--- src/rtl/ddrser_pkg.sv ---
package ddrser_pkg;

  // Strobes from control to the shifter.
  typedef struct packed {
    logic loadWord;   // capture inData into the shift register
    logic takePair;   // move the top pair into the pair register
  } ser_ctrl_t;

  localparam logic IDLE_LEAD  = 1'b1;
  localparam logic IDLE_TRAIL = 1'b0;

endpackage

--- src/rtl/ddrser_ctrl.sv ---
module ddrser_ctrl
  import ddrser_pkg::*;
#(
  parameter int DATA_W = 8
) (
  input  logic      clk,
  input  logic      rst,
  input  logic      inValid,
  output logic      inReady,
  output ser_ctrl_t ctrlStrobe
);

  localparam int PAIRS = DATA_W / 2;
  localparam int CNT_W = $clog2(PAIRS + 1);

  logic [CNT_W-1:0] pairsLeft;

  // Ready while empty or while the last pair is leaving.
  assign inReady              = (pairsLeft <= CNT_W'(1));
  assign ctrlStrobe.loadWord  = inValid && inReady;
  assign ctrlStrobe.takePair  = (pairsLeft != '0);

  always_ff @(posedge clk) begin
    if (rst) begin
      pairsLeft <= '0;
    end else if (ctrlStrobe.loadWord) begin
      pairsLeft <= CNT_W'(PAIRS);
    end else if (ctrlStrobe.takePair) begin
      pairsLeft <= pairsLeft - CNT_W'(1);
    end
  end

endmodule

--- src/rtl/ddrser_shifter.sv ---
module ddrser_shifter
  import ddrser_pkg::*;
#(
  parameter int DATA_W = 8
) (
  input  logic              clk,
  input  logic              rst,
  input  logic [DATA_W-1:0] inData,
  input  ser_ctrl_t         ctrlStrobe,
  output logic              pairFirst,
  output logic              pairSecond
);

  if ((DATA_W < 2) || (DATA_W % 2 != 0)) begin : g_bad_width
    $error("ddrser_shifter: DATA_W must be even and at least 2");
  end

  logic [DATA_W-1:0] shiftReg;

  always_ff @(posedge clk) begin
    if (rst) begin
      shiftReg   <= '0;
      pairFirst  <= IDLE_LEAD;
      pairSecond <= IDLE_TRAIL;
    end else begin
      if (ctrlStrobe.loadWord) begin
        shiftReg <= inData;
      end else if (ctrlStrobe.takePair) begin
        shiftReg <= shiftReg << 2;
      end
      if (ctrlStrobe.takePair) begin
        pairFirst  <= shiftReg[DATA_W-1];
        pairSecond <= shiftReg[DATA_W-2];
      end else begin
        pairFirst  <= IDLE_LEAD;
        pairSecond <= IDLE_TRAIL;
      end
    end
  end

endmodule

--- src/rtl/ddrser_edge_stage.sv ---
module ddrser_edge_stage
  import ddrser_pkg::*;
#(
  parameter bit FIRST_ON_RISE  = 1'b0,
  parameter bit SECOND_ON_RISE = 1'b1,
  parameter bit FIRST_WHEN_LOW = 1'b0
) (
  input  logic clk,
  input  logic rst,
  input  logic pairFirst,
  input  logic pairSecond,
  output logic serOut
);

  localparam bit LEGAL =
      ( FIRST_ON_RISE &&  SECOND_ON_RISE && !FIRST_WHEN_LOW) ||
      (!FIRST_ON_RISE &&  SECOND_ON_RISE                   ) ||
      (!FIRST_ON_RISE && !SECOND_ON_RISE &&  FIRST_WHEN_LOW);

  if (!LEGAL) begin : g_bad_cfg
    $error("ddrser_edge_stage: edge/select setting reorders bits");
  end

  logic firstQ;
  logic secondQ;

  if (FIRST_ON_RISE) begin : g_first_rise
    always_ff @(posedge clk) begin
      if (rst) firstQ <= IDLE_LEAD;
      else     firstQ <= pairFirst;
    end
  end else begin : g_first_fall
    always_ff @(negedge clk) begin
      if (rst) firstQ <= IDLE_LEAD;
      else     firstQ <= pairFirst;
    end
  end

  if (SECOND_ON_RISE) begin : g_second_rise
    always_ff @(posedge clk) begin
      if (rst) secondQ <= IDLE_TRAIL;
      else     secondQ <= pairSecond;
    end
  end else begin : g_second_fall
    always_ff @(negedge clk) begin
      if (rst) secondQ <= IDLE_TRAIL;
      else     secondQ <= pairSecond;
    end
  end

  // Clock-level multiplexer: leading register passes on the chosen level.
  always_comb begin
    if (clk ^ FIRST_WHEN_LOW) serOut = firstQ;
    else                      serOut = secondQ;
  end

endmodule

--- src/rtl/ddr_serializer.sv ---
module ddr_serializer
  import ddrser_pkg::*;
#(
  parameter int DATA_W         = 8,
  parameter bit FIRST_ON_RISE  = 1'b0,
  parameter bit SECOND_ON_RISE = 1'b1,
  parameter bit FIRST_WHEN_LOW = 1'b0
) (
  input  logic              clk,
  input  logic              rst,
  input  logic              inValid,
  output logic              inReady,
  input  logic [DATA_W-1:0] inData,
  output logic              serOut
);

  ser_ctrl_t ctrlStrobe;
  logic      pairFirst;
  logic      pairSecond;

  ddrser_ctrl #(.DATA_W(DATA_W)) u_ctrl (
    .clk        (clk),
    .rst        (rst),
    .inValid    (inValid),
    .inReady    (inReady),
    .ctrlStrobe (ctrlStrobe)
  );

  ddrser_shifter #(.DATA_W(DATA_W)) u_shift (
    .clk        (clk),
    .rst        (rst),
    .inData     (inData),
    .ctrlStrobe (ctrlStrobe),
    .pairFirst  (pairFirst),
    .pairSecond (pairSecond)
  );

  ddrser_edge_stage #(
    .FIRST_ON_RISE  (FIRST_ON_RISE),
    .SECOND_ON_RISE (SECOND_ON_RISE),
    .FIRST_WHEN_LOW (FIRST_WHEN_LOW)
  ) u_edge (
    .clk        (clk),
    .rst        (rst),
    .pairFirst  (pairFirst),
    .pairSecond (pairSecond),
    .serOut     (serOut)
  );

endmodule

--- config.mk ---
export PLATFORM = sky130hd
export DESIGN_NAME = ddr_serializer
export DESIGN_NICKNAME = d
export VERILOG_FILES = /design/src/rtl/ddrser_pkg.sv /design/src/rtl/ddrser_ctrl.sv /design/src/rtl/ddrser_shifter.sv /design/src/rtl/ddrser_edge_stage.sv /design/src/rtl/ddr_serializer.sv
export SDC_FILE = /design/constraint.sdc
export NUM_CORES = 1
export LEC_CHECK = 0
export CAP_MARGIN = 0
export CORE_UTILIZATION = 35
export CTS_BUF_LIST = sky130_fd_sc_hd__clkbuf_16
export CTS_CLUSTER_SIZE = 25
export DETAILED_ROUTE_END_ITERATION = 8
export PLACE_DENSITY = 0.59
export SETUP_SLACK_MARGIN = 0.15
export SYNTH_ARGS = -nofsm -noshare
export SYNTH_HDL_FRONTEND = slang
export SYNTH_SLANG_ARGS = --single-unit
--- constraint.sdc ---
create_clock -name clk -period 1.4 [get_ports clk]
set_input_delay 0.35 -clock clk [delete_from_list [all_inputs] [get_ports clk]]
set_output_delay 0.35 -clock clk [all_outputs]
set_load 0.01 [all_outputs]
==> summary.txt <==
Clock tree
  – Clock transition at path regs: roughly 0.04 ns
  – CTS tree: yes
  – Hold buffer count at cts: 0
  – Clock Latency Late Sink: between 0.4 and 0.5 ns

Global routing
  – Grt total ovfl: 0
  – Pin count of the biggest net entering global routing: 15
  – Vias in the first global route: approximately 590
  – Initial antenna violation count: 0
  – Total Routing Usage GR: a little under a fifth
  – First-pass GRT wire length: 2.642 mm

Routing
  – DRT Pass-1 Iters: 4
  – Vias per inst: 4.858
  – WL final: between 1.5 and 2 mm
  – DR DRC count: 0
  – Via Count: 617
  – 1st-iter DRT viols: 3
  – Drt wl/cell: between 10 and 15 microns
  – ANT nets after route: 0

Power and ir drop
  – Power Dens Cells: ~2700 nW/um^2
  – Clk network pwr share: 34.6%
  – Leak: 0.5125 nW
  – Sw power: 0.0009714 W
  – Sw Share: ~30%
  – Pint: 0.002292 W
  – VDD IR max: 0.001573 V
  – Sequential power share: 20.4%
  – Comb pwr share: 44.9%

Worst setup path
  – Setup crit end kind: output pin
  – Critical path, cell by cell: mux2_4 -> buf_6
  – Critical path's slowest cell: dfxtp_1
  – CP peak stage delay: between 0.2 and 0.3 ns
  – Startpoint class of the critical path: flip-flop
  – CP Max Fanout: 1
  – CP bufs+invs: 1
  – Classification of the worst setup path: flip-flop to output pin
  – Critical path data arrival time: between 1.5 and 2 ns
  – Largest delay share family, worst path: flip-flops
  – WP data required: between 1 and 1.5 ns

Finish
  – Post-route cell area: approximately 1200 sq um
  – Filler instances: between 100 and 150
  – Most frequent cells in the layout: dfxtp_1 (12), buf_4 (10), clkdlybuf4s50_1 (9), nor3_1 (8), buf_6 (7)
  – Share of cells above drive strength 1: between 40% and 50%
  – Commonest non-fill, non-tap cell in the layout: dfxtp_1
  – Layout Nets: between 100 and 150
  – Util after Layout: roughly two thirds
  – Number of diodes: 0
  – Area Growth Syn to Fin: 70.39%

Timing
  – Worst-Margin Slew: 0.3649 ns
  – Normalized max-slew margin: around three quarters
  – WHS: ~0.43 ns
  – Final slew viol count: 0
  – Final setup fails: 10
  – Final Skew: 0.09353 ns
  – Fin. Hold Viols: 0
  – Unrepaired setup endpoints after global routing: true
  – Worst Setup Slack, final: -0.7596 ns

Floorplan
  – Die area: between 2000 and 2500 sq um
  – Die Wd: between 40 and 50 microns
  – Site Rows: 15
  – Ports: 13
  – Die height: between 40 and 50 microns
  – Core ar.: 1802 sq um
  – Initial Util: ~39%

Status
  – Failing checks: setup timing
  – Status: complete, but fails checks

Min path
  – Hold/Removal Path Class: flip-flop to flip-flop

Synth
  – Average size of a mapped cell: around 9.8 sq um
  – Mapped Nets: 87
  – Synth warn: 0
  – Netlist cell types: 23
  – Synthesized cell area: approximately 710 sq um
  – Sequential share of the synthesized area: 42.55%
  – Syn Inst Count: a little over 70
  – Yosys reg bits: 15

Placement
  – Port-buffer cells: 12
  – Post-DP Area: between 900 and 1000 sq um
  – Post-DP HPWL: 925.6 microns
  – Final Wtd Congestion: 0.7081

Run
  – Number of max-cap violations: 0
## area by class of cell
cell class              count  area [sq um]  area share (%)
multi-input cells          47         419.2           34.86
flip-flops and latches     15         306.5           25.49
repair buffers             27         261.5           21.75
clock buffers               7         161.4           13.42
well taps                  25         31.28           2.601
inverters                   4         15.01           1.249
clock inverters             2         7.507          0.6244
## through the flow
stage	setup WS [ns]	TNS, ns	power, W	std cells
after floorplan	-0.1858	-0.2037	0.001564	72
after global placement	-0.6338	-2.115	0.001828	112
after detailed placement	-0.6453	-2.400	0.001847	112
after CTS	-0.7721	-1.320	0.003158	124
after global routing	-0.7817	-1.963	0.003434	127
final	-0.7596	-1.383	0.003264	127
## cell usage after synthesis
master,instances,area share [%]
nor2_1,3,1.6
buf_6,2,3.2
dfxtp_1,15,43
o21bai_2,1,1.6
nand2_1,1,0.53
buf_4,2,2.1
clkbuf_1,1,0.53
nand2b_1,1,0.89
nand3_1,2,1.4
nor2b_1,2,1.8
mux2i_1,7,9.9
o211ai_1,2,2.1
mux2_2,1,1.6
nor3_1,8,5.7
a211oi_1,6,6.4
or2_2,1,0.89
a21oi_1,4,2.8
nor3b_1,1,1.1
inv_1,5,2.7
ha_1,4,7.1
or3_1,1,0.89
o21ba_2,1,1.4
xor2_1,1,1.2
## flip-flops by register name (all words and copies together) (netlist names)
register / flops
u_shift.pairFirst: 1
u_ctrl.pairsLeft: 3
u_shift.pairSecond: 1
u_edge.firstQ: 1
u_shift.shiftReg: 8
u_edge.secondQ: 1
## metal layers
layer / vias up / GRT usage [%] / part of all wire, %
met4: 0 / 12.57 / 0.90
met5: - / 0 / 0
li1: 314 / - / -
met3: 2 / 11.54 / 5.2
met1: 281 / 20.71 / 45
met2: 20 / 28.06 / 49
## logic make-up (layout without fill, tap and decap cells)
family,count (synthesis),in the layout,synth area share [%]
AO/OA/AOI/OAI,14,14,14.36
XOR/XNOR,1,1,1.241
adder cells (fa/ha/maj),4,4,7.092
buffers and inverters,10,40,8.510
flip-flops,15,15,42.55
multiplexers,8,8,11.53
AND/OR/NAND/NOR,20,20,14.72
## power by group through the flow
stage	Combinational, W	Sequential [W]	Clock (W)
6_report	0.00147	0.000667	0.00113
3_5_place_dp	0.00103	0.000674	0.000141
2_1_floorplan	0.000814	0.000665	0.0000851
3_3_place_gp	0.00102	0.000668	0.000141
5_1_grt	0.00157	0.000685	0.00118
4_1_cts	0.00134	0.000663	0.00116
## worst paths after layout
check | startpoint | to | slack [ns] | depth (start not counted)
worst min-delay path | u_shift.pairSecond | u_edge.secondQ | 0.43 | 1
worst max-delay path | u_edge.firstQ | serOut | -0.76 | 2
worst min register to register | u_shift.pairSecond | u_edge.secondQ | 0.43 | 1
worst max register to register | u_ctrl.pairsLeft[1] | u_shift.shiftReg[4] | -0.08 | 8
## what timing repair did
item / 4_1_cts / 5_1_grt
setup endpoints to repair: 15 / 16
gates resized for setup: 18 / 4
pin swaps: 11 / 3
setup buffers: 5 / 3
Note: power is estimated with default switching activity, not from simulation.
